--- src/rtl/npc_pkg.sv ---
package npc_pkg;

  localparam logic [5:0] OP_SPECIAL = 6'd0;
  localparam logic [5:0] OP_BGEZ    = 6'd1;
  localparam logic [5:0] OP_JUMP    = 6'd2;
  localparam logic [5:0] OP_CALL    = 6'd3;
  localparam logic [5:0] OP_BEQ     = 6'd4;
  localparam logic [5:0] OP_BNE     = 6'd5;
  localparam logic [5:0] FN_JREG    = 6'd8;

  typedef enum logic [2:0] {
    PC_SEQ    = 3'd0,
    PC_JUMP   = 3'd1,
    PC_REG    = 3'd2,
    PC_BRANCH = 3'd3,
    PC_ZERO   = 3'd4,
    PC_HOLD   = 3'd5
  } pcSel_e;

  typedef struct packed {
    pcSel_e pcSel;
    logic   linkWrite;
    logic   advance;
  } npcStrobe_t;

endpackage

--- src/rtl/npc_ctrl.sv ---
module npc_ctrl
  import npc_pkg::*;
(
  input  logic       clk,
  input  logic       rstN,
  input  logic [5:0] opcode,
  input  logic [5:0] funct,
  input  logic       operandsEq,
  input  logic       rsNonNeg,
  input  logic       decodeErr,
  input  logic       haltState,
  output npcStrobe_t strobe
);

  logic branchTaken;

  always_comb begin
    unique case (opcode)
      OP_BEQ:  branchTaken = operandsEq;
      OP_BNE:  branchTaken = !operandsEq;
      OP_BGEZ: branchTaken = rsNonNeg;
      default: branchTaken = 1'b0;
    endcase
  end

  always_comb begin
    strobe.pcSel     = PC_SEQ;
    strobe.linkWrite = 1'b0;
    strobe.advance   = !haltState;
    if (haltState) begin
      strobe.pcSel = PC_HOLD;
    end else if (decodeErr) begin
      strobe.pcSel = PC_ZERO;
    end else begin
      case (opcode)
        OP_JUMP: strobe.pcSel = PC_JUMP;
        OP_CALL: begin
          strobe.pcSel     = PC_JUMP;
          strobe.linkWrite = 1'b1;
        end
        OP_SPECIAL: if (funct == FN_JREG) strobe.pcSel = PC_REG;
        OP_BEQ, OP_BNE, OP_BGEZ: if (branchTaken) strobe.pcSel = PC_BRANCH;
        default: strobe.pcSel = PC_SEQ;
      endcase
    end
  end


  link_only_call_chk: assert property (@(posedge clk) disable iff (!rstN)
    strobe.linkWrite |-> (opcode == OP_CALL && !decodeErr && !haltState));


  err_wins_chk: assert property (@(posedge clk) disable iff (!rstN)
    (decodeErr && !haltState) |-> (strobe.pcSel == PC_ZERO && !strobe.linkWrite));

endmodule

--- src/rtl/npc_datapath.sv ---
module npc_datapath
  import npc_pkg::*;
#(
  parameter int XLEN     = 32,
  parameter int IMM_W    = 16,
  parameter int JFIELD_W = 26,
  parameter int IDX_W    = 6,
  parameter int CNT_W    = 32,
  parameter logic [XLEN-1:0] RESET_PC = 32'h0040_0000
) (
  input  logic                clk,
  input  logic                rstN,
  input  npcStrobe_t          strobe,
  input  logic [JFIELD_W-1:0] jumpField,
  input  logic [IMM_W-1:0]    immField,
  input  logic [XLEN-1:0]     rsVal,
  input  logic [XLEN-1:0]     rtVal,
  output logic                operandsEq,
  output logic                rsNonNeg,
  output logic                haltState,
  output logic [XLEN-1:0]     pcOut,
  output logic [IDX_W-1:0]    imemIndex,
  output logic [XLEN-1:0]     nextPc,
  output logic [XLEN-1:0]     linkVal,
  output logic                linkEn,
  output logic [CNT_W-1:0]    retired
);

  localparam int WORD_SHIFT = 2;
  localparam int JPAD_W     = XLEN - JFIELD_W - WORD_SHIFT;
  localparam int SEXT_W     = XLEN - IMM_W - WORD_SHIFT;
  localparam logic [XLEN-1:0] WORD_BYTES = XLEN'(1 << WORD_SHIFT);

  logic [XLEN-1:0] pcReg, seqPc, jumpTgt, branchTgt, branchOfs;
  logic            haltReg;
  logic [CNT_W-1:0] retiredReg;

  assign operandsEq = (rsVal == rtVal);
  assign rsNonNeg   = !rsVal[XLEN-1];

  assign seqPc     = pcReg + WORD_BYTES;
  assign jumpTgt   = {{JPAD_W{1'b0}}, jumpField, {WORD_SHIFT{1'b0}}};
  assign branchOfs = {{SEXT_W{immField[IMM_W-1]}}, immField, {WORD_SHIFT{1'b0}}};
  assign branchTgt = pcReg + branchOfs;

  always_comb begin
    unique case (strobe.pcSel)
      PC_JUMP:   nextPc = jumpTgt;
      PC_REG:    nextPc = rsVal;
      PC_BRANCH: nextPc = branchTgt;
      PC_ZERO:   nextPc = '0;
      PC_HOLD:   nextPc = pcReg;
      default:   nextPc = seqPc;
    endcase
  end

  always_ff @(posedge clk) begin
    if (!rstN) begin
      pcReg      <= RESET_PC;
      haltReg    <= 1'b0;
      retiredReg <= '0;
    end else if (strobe.advance) begin
      pcReg      <= nextPc;
      haltReg    <= (nextPc == '0);
      retiredReg <= retiredReg + 1'b1;
    end
  end

  assign pcOut     = pcReg;
  assign haltState = haltReg;
  assign imemIndex = pcReg[WORD_SHIFT +: IDX_W];
  assign linkVal   = seqPc;
  assign linkEn    = strobe.linkWrite;
  assign retired   = retiredReg;


  halt_sticky_chk: assert property (@(posedge clk) disable iff (!rstN)
    haltReg |=> haltReg);


  halt_freeze_chk: assert property (@(posedge clk) disable iff (!rstN)
    haltReg |=> ($stable(pcReg) && !linkEn));


  halt_on_zero_chk: assert property (@(posedge clk) disable iff (!rstN)
    (!haltReg && nextPc == '0) |=> haltReg);


  pc_follow_chk: assert property (@(posedge clk) disable iff (!rstN)
    !haltReg |=> (pcReg == $past(nextPc)));


  retire_step_chk: assert property (@(posedge clk) disable iff (!rstN)
    !haltReg |=> (retiredReg == $past(retiredReg) + 1'b1));


  retire_hold_chk: assert property (@(posedge clk) disable iff (!rstN)
    haltReg |=> $stable(retiredReg));

endmodule

--- src/rtl/npc_unit.sv ---
module npc_unit
  import npc_pkg::*;
#(
  parameter int XLEN  = 32,
  parameter int IDX_W = 6,
  parameter int CNT_W = 32,
  parameter logic [XLEN-1:0] RESET_PC = 32'h0040_0000
) (
  input  logic             clk,
  input  logic             rstN,
  input  logic [XLEN-1:0]  instrWord,
  input  logic [XLEN-1:0]  rsVal,
  input  logic [XLEN-1:0]  rtVal,
  input  logic             decodeErr,
  output logic [XLEN-1:0]  pcOut,
  output logic [IDX_W-1:0] imemIndex,
  output logic [XLEN-1:0]  nextPc,
  output logic [XLEN-1:0]  linkVal,
  output logic             linkEn,
  output logic             halted,
  output logic [CNT_W-1:0] retired
);

  localparam int OP_W     = 6;
  localparam int IMM_W    = 16;
  localparam int JFIELD_W = XLEN - OP_W;

  npcStrobe_t strobe;
  logic       operandsEq, rsNonNeg, haltState;

  npc_ctrl u_ctrl (
    .clk        (clk),
    .rstN       (rstN),
    .opcode     (instrWord[XLEN-1 -: OP_W]),
    .funct      (instrWord[OP_W-1:0]),
    .operandsEq (operandsEq),
    .rsNonNeg   (rsNonNeg),
    .decodeErr  (decodeErr),
    .haltState  (haltState),
    .strobe     (strobe)
  );

  npc_datapath #(
    .XLEN     (XLEN),
    .IMM_W    (IMM_W),
    .JFIELD_W (JFIELD_W),
    .IDX_W    (IDX_W),
    .CNT_W    (CNT_W),
    .RESET_PC (RESET_PC)
  ) u_dp (
    .clk        (clk),
    .rstN       (rstN),
    .strobe     (strobe),
    .jumpField  (instrWord[JFIELD_W-1:0]),
    .immField   (instrWord[IMM_W-1:0]),
    .rsVal      (rsVal),
    .rtVal      (rtVal),
    .operandsEq (operandsEq),
    .rsNonNeg   (rsNonNeg),
    .haltState  (haltState),
    .pcOut      (pcOut),
    .imemIndex  (imemIndex),
    .nextPc     (nextPc),
    .linkVal    (linkVal),
    .linkEn     (linkEn),
    .retired    (retired)
  );

  assign halted = haltState;


  err_zero_chk: assert property (@(posedge clk) disable iff (!rstN)
    (decodeErr && !halted) |-> (nextPc == '0));


  reset_value_chk: assert property (@(posedge clk)
    !rstN |=> (pcOut == RESET_PC && !halted && retired == '0));

endmodule

--- config.mk ---
export PLATFORM = sky130hd
export DESIGN_NAME = npc_unit
export DESIGN_NICKNAME = d
export VERILOG_FILES = /design/src/rtl/npc_pkg.sv /design/src/rtl/npc_ctrl.sv /design/src/rtl/npc_datapath.sv /design/src/rtl/npc_unit.sv
export SDC_FILE = /design/constraint.sdc
export NUM_CORES = 1
export LEC_CHECK = 0
export BUFFER_PORTS_ARGS = -buffer_cell sky130_fd_sc_hd__buf_2
export CORE_AREA = 2 2 120 122
export CTS_CLUSTER_SIZE = 16
export DETAILED_ROUTE_END_ITERATION = 10
export DIE_AREA = 0 0 122 124
export PLACE_DENSITY = 0.79
export SLEW_MARGIN = 40
export SYNTH_ARGS = -nofsm -noshare
export SYNTH_HDL_FRONTEND = slang
export SYNTH_HIERARCHICAL = 1
export SYNTH_SLANG_ARGS = --single-unit
--- constraint.sdc ---
create_clock -name clk -period 6 [get_ports clk]
set_input_delay 1.2 -clock clk [delete_from_list [all_inputs] [get_ports clk]]
set_output_delay 1.2 -clock clk [all_outputs]
set_load 0.03 [all_outputs]
# == Yosys cells after proc, flatten, opt, wreduce, memory -nomap -nowiden ==
# Index checks and enable logic that the tools add are counted.
# totals
register_bits,65
inputBits,99
out_inout_bits,136
wordCells,35
# classes
add_sub_neg,3
eq_ne,12
mux,11
n_reduce_logical,6
# op_table
op,count
32-bit one-hot mux with 5 select lines,1
32-bit by 1-bit adder with 32-bit output (second input constant),1
32-bit by 3-bit adder with 32-bit output (second input constant),1
32-bit adder,1
32-bit equality test,1
32-bit logical NOT,1
6-bit by 2-bit equality test with 1-bit output (second input constant),2
6-bit by 3-bit equality test with 1-bit output (second input constant),2
3-bit one-hot mux with 3 select lines,1
3-bit by 2-bit equality test with 1-bit output (second input constant),2
3-bit equality test (second input constant),2
6-bit by 1-bit equality test with 1-bit output (second input constant),1
6-bit by 4-bit equality test with 1-bit output (second input constant),1
6-bit logical NOT,1
3-bit 2-to-1 mux,2
1-bit 2-to-1 mux,4
2-bit 2-to-1 mux,2
3-bit by 1-bit equality test with 1-bit output (second input constant),1
1-bit one-hot mux with 3 select lines,1
3-bit OR reduction,1
1-bit logical NOT,2
2-bit OR reduction,1

# == Longest topological paths before layout ==
# logic_depth
depth_word,11
mapped_depth,20
ltp_nobuf,17

# == Cells and area by module ==
# Netlist, hierarchy kept.
# modules_own_cells
module,n_inst,cells_per_inst,area_each_um2,seq_area_each_um2
npc_datapath,1,903,6667.6,1301.2
npc_ctrl,1,17,128.9,0.0

# == Least setup slack after synthesis ==
# Ideal clock, no wire load.
# synth_path
path_type,in2out
from,input rsVal[28]
to,output nextPc[27]
arrival_ps,4792
required_time_ps,4800
setup_slack_ps,8
path_stages,12
n_path_buf,3
path_cell_list,xor2_1 nor4_1 nand4_1 nor2_1 xor2_1 a21boi_1 o31ai_1 clkbuf_1 clkbuf_1 nand3_1 buf_2 o311ai_0
# synth_rtl
element,line_no,rtl
"start, declared",npc_unit.sv:12,"input logic [XLEN-1:0] rsVal,"
"end, declared",npc_unit.sv:17,"output logic [XLEN-1:0] nextPc,"

==> reports/results.txt <==
Final number of max-transition violations = 0
Total number of vias = 8,198
# setup viols final = 0
Chip Width = 122 µm
Status = finished, final reports clean
TNS Setup = 0 ps
Worst-path clk slew = 60 ps
Seq/Total Area, Yosys = 19.15%
Util after Layout = 61.52%
Iter 0 DRT Violations = 876
Number of global-route vias before repair = 7,495
Slew Limit Headroom = 45.66%
Endpoint class of the critical path = output pin
Hpwl dp = 20,260 µm
Drt via density = 6.244
Root Driver = clkbuf_16
P&R area growth vs syn = 24.19%
Crit path launch type = primary input
PostCTS Resize Cnt = 0
Largest net degree at the start of global routing = 63
Skew final = 10.00 ps
Synthesized net count = 1,051
Tightest Pin Transition = 807.7 ps
Synth area leader = dfxtp_1
#FFs+latches synth = 65
Critical path data required time = 4800 ps
Pwr Density = 175.4 mW/mm²
CP Max Fanout = 28
Distinct cells, synth = 82
Global-route wire length before repair = 40,520 µm
Final nets = 1,259
Post-CTS setup buffer count = 0
Most frequent cell after synthesis = nor2_1
H-tree Lvls = 3
Top cell type's share of synthesized area = 19.15%
Hold Vio Cnt, Final = 0
DIE HEIGHT = 124 µm
DRC = 0
Core Region = 0.01372 mm²
EDFF count, synth = 0
Worst hold path class = flip-flop to flip-flop
CTS tree = done
CTS Sinks = 65
Congestion Overflow GR = 0
Die ar. = 0.01513 mm²
Tmin final = 5760 ps
Post-route antenna net violation count = 0
Fin crit share = 95.99%
Top post-synthesis cells by count = nor2_1 (99), nand2_1 (78), xor2_1 (71)
Tot GR Track Use = 34.73%
LEAKAGE = 0.004213 µW
Fmax = 173.6 MHz
Cell area after synthesis = 0.006797 mm²
Routed wire length per instance = 20.40 µm
Max VDD drop = 0.1241 mV
Inserted Clock Buffers = 9
Synth warn = 6
Area contributors post-synth = dfxtp_1 (19%), xor2_1 (9.1%), ha_1 (5.7%)
Kind of critical path = primary input to output pin
CTS Buffer Depth = 2
Syn_area_per_cell = 7.388 µm²
Most used DFF post-synth = dfxtp_1
Rows = 43
Diode count = 0
# IOs = 235
Drt pass-1 iters = 5
I/O Buffers = 234
Layout cells sized above 1 = 26.57%
Skew-Pair Late Insertion Delay = 350 ps
Initial antenna violation count = 0
Crit path DAT = 4560 ps
RSZ-0062 raised after global routing = no
GP Congestion = 0.9716
Synth Instances = 920
Initial Util = 49.54%
Async set or reset register ratio after synthesis = 0%
Max_cap viols = 0
Final WL = 26,790 µm
Hold buffers post-CTS = 0
through the flow:
step	worst slack [ps]	instance area, µm²	total power, µW	instances	hold slack (ps)
2_1_floorplan	8.014	6797	759.8	920	617.8
4_1_cts	273.6	8422	1474	1313	503.1
5_1_grt	9.611	8441	1543	1313	551.6
6_report	240.3	8441	1480	1313	502.2
3_5_place_dp	296.3	8112	911.4	1297	493.1
3_3_place_gp	332.3	8109	911.7	1297	477.8
cell type report:
cell class / count / area, µm²
Fill cell: 1328 / 5279
Multi-Input combinational cell: 758 / 5079
Timing Repair Buffer: 261 / 1399
Sequential cell: 65 / 1301
Clock buffer: 9 / 225.2
Tap cell: 180 / 225.2
Inverter: 33 / 126.4
Clock inverter: 7 / 85.08
worst max-delay path, cell delays in order:
cell and delay (ps):
buf_2 110, xor2_1 150, nor4_1 470, nand4_1 190, nor2_1 160, xor2_1 220, a21boi_1 140, o31ai_4 220
buf_4 350, nand3_1 170, buf_4 230, or3_1 350, a31oi_1 320, buf_2 270
placed cells by master, fill, tap and decap left out, types with 4 or more instances in the layout:
master	n
buf_2	234
nor2_1	99
nand2_1	78
xor2_1	71
dfxtp_1	65
o21ai_0	63
a21oi_1	55
mux2i_1	31
xnor2_1	31
nand4_1	31
ha_1	31
inv_1	28
buf_4	25
and3_1	21
nand3_1	21
a211oi_1	19
nand2b_1	17
nor4_1	15
a21o_1	14
nor3_1	12
a31oi_1	12
or3_1	11
clkbuf_16	9
a22oi_1	6
nor2b_1	6
o31ai_1	6
a221o_1	6
and2_1	6
and4_1	6
o211ai_1	5
a22o_1	5
o21a_1	5
a221oi_1	4
nor4_2	4
a21boi_0	4
o221ai_1	4
sequential cells by signal (all words and copies together), names as in the netlist:
register	count
u_dp/haltState	1
u_dp/pcOut	32
u_dp/retired	32
where the power goes:
group | leakage (µW) | internal, µW | switching [µW]
Clock | 0.000153 | 330 | 234
Combinational | 0.00353 | 156 | 292
Sequential | 0.000528 | 443 | 25.7
metal layers:
| metal | GRT usage [%] | vias to the layer above | part of all wire (%) |
|---|---|---|---|
| met2 | 55.24 | 492 | 45 |
| met4 | 14.08 | 0 | 4.0 |
| met5 | 0 | - | 0 |
| met3 | 7.372 | 75 | 10 |
| li1 | - | 3768 | - |
| met1 | 45.84 | 3863 | 41 |
worst paths after layout:
| kind | slack, ps | from | cells after the start | endpoint |
|---|---|---|---|---|
| worst max register to register | 2100 | u_dp/pcOut[2]$_SDFFE_PN0P_ | 12 | u_dp/haltState$_SDFFE_PN0P_ |
| worst min-delay path | 500 | u_dp/retired[10]$_SDFFE_PN0P_ | 2 | u_dp/retired[10]$_SDFFE_PN0P_ |
| worst min register to register | 500 | u_dp/retired[10]$_SDFFE_PN0P_ | 2 | u_dp/retired[10]$_SDFFE_PN0P_ |
| worst max-delay path | 240 | rsVal[23] | 14 | nextPc[6] |
logic make-up (layout without fill, tap and decap cells):
group	Yosys count	after routing	share of synthesized area, %
adders and majority gates	32	32	6.001
DFF	65	65	19.15
muxes	32	32	4.786
buffers and inverters	97	310	6.719
and+or+nand+nor	342	342	25.61
xor gates and xnor gates	102	102	13.14
AOI/OAI and AO/OA	250	250	24.60
Note: power is estimated with default switching activity, not from simulation.
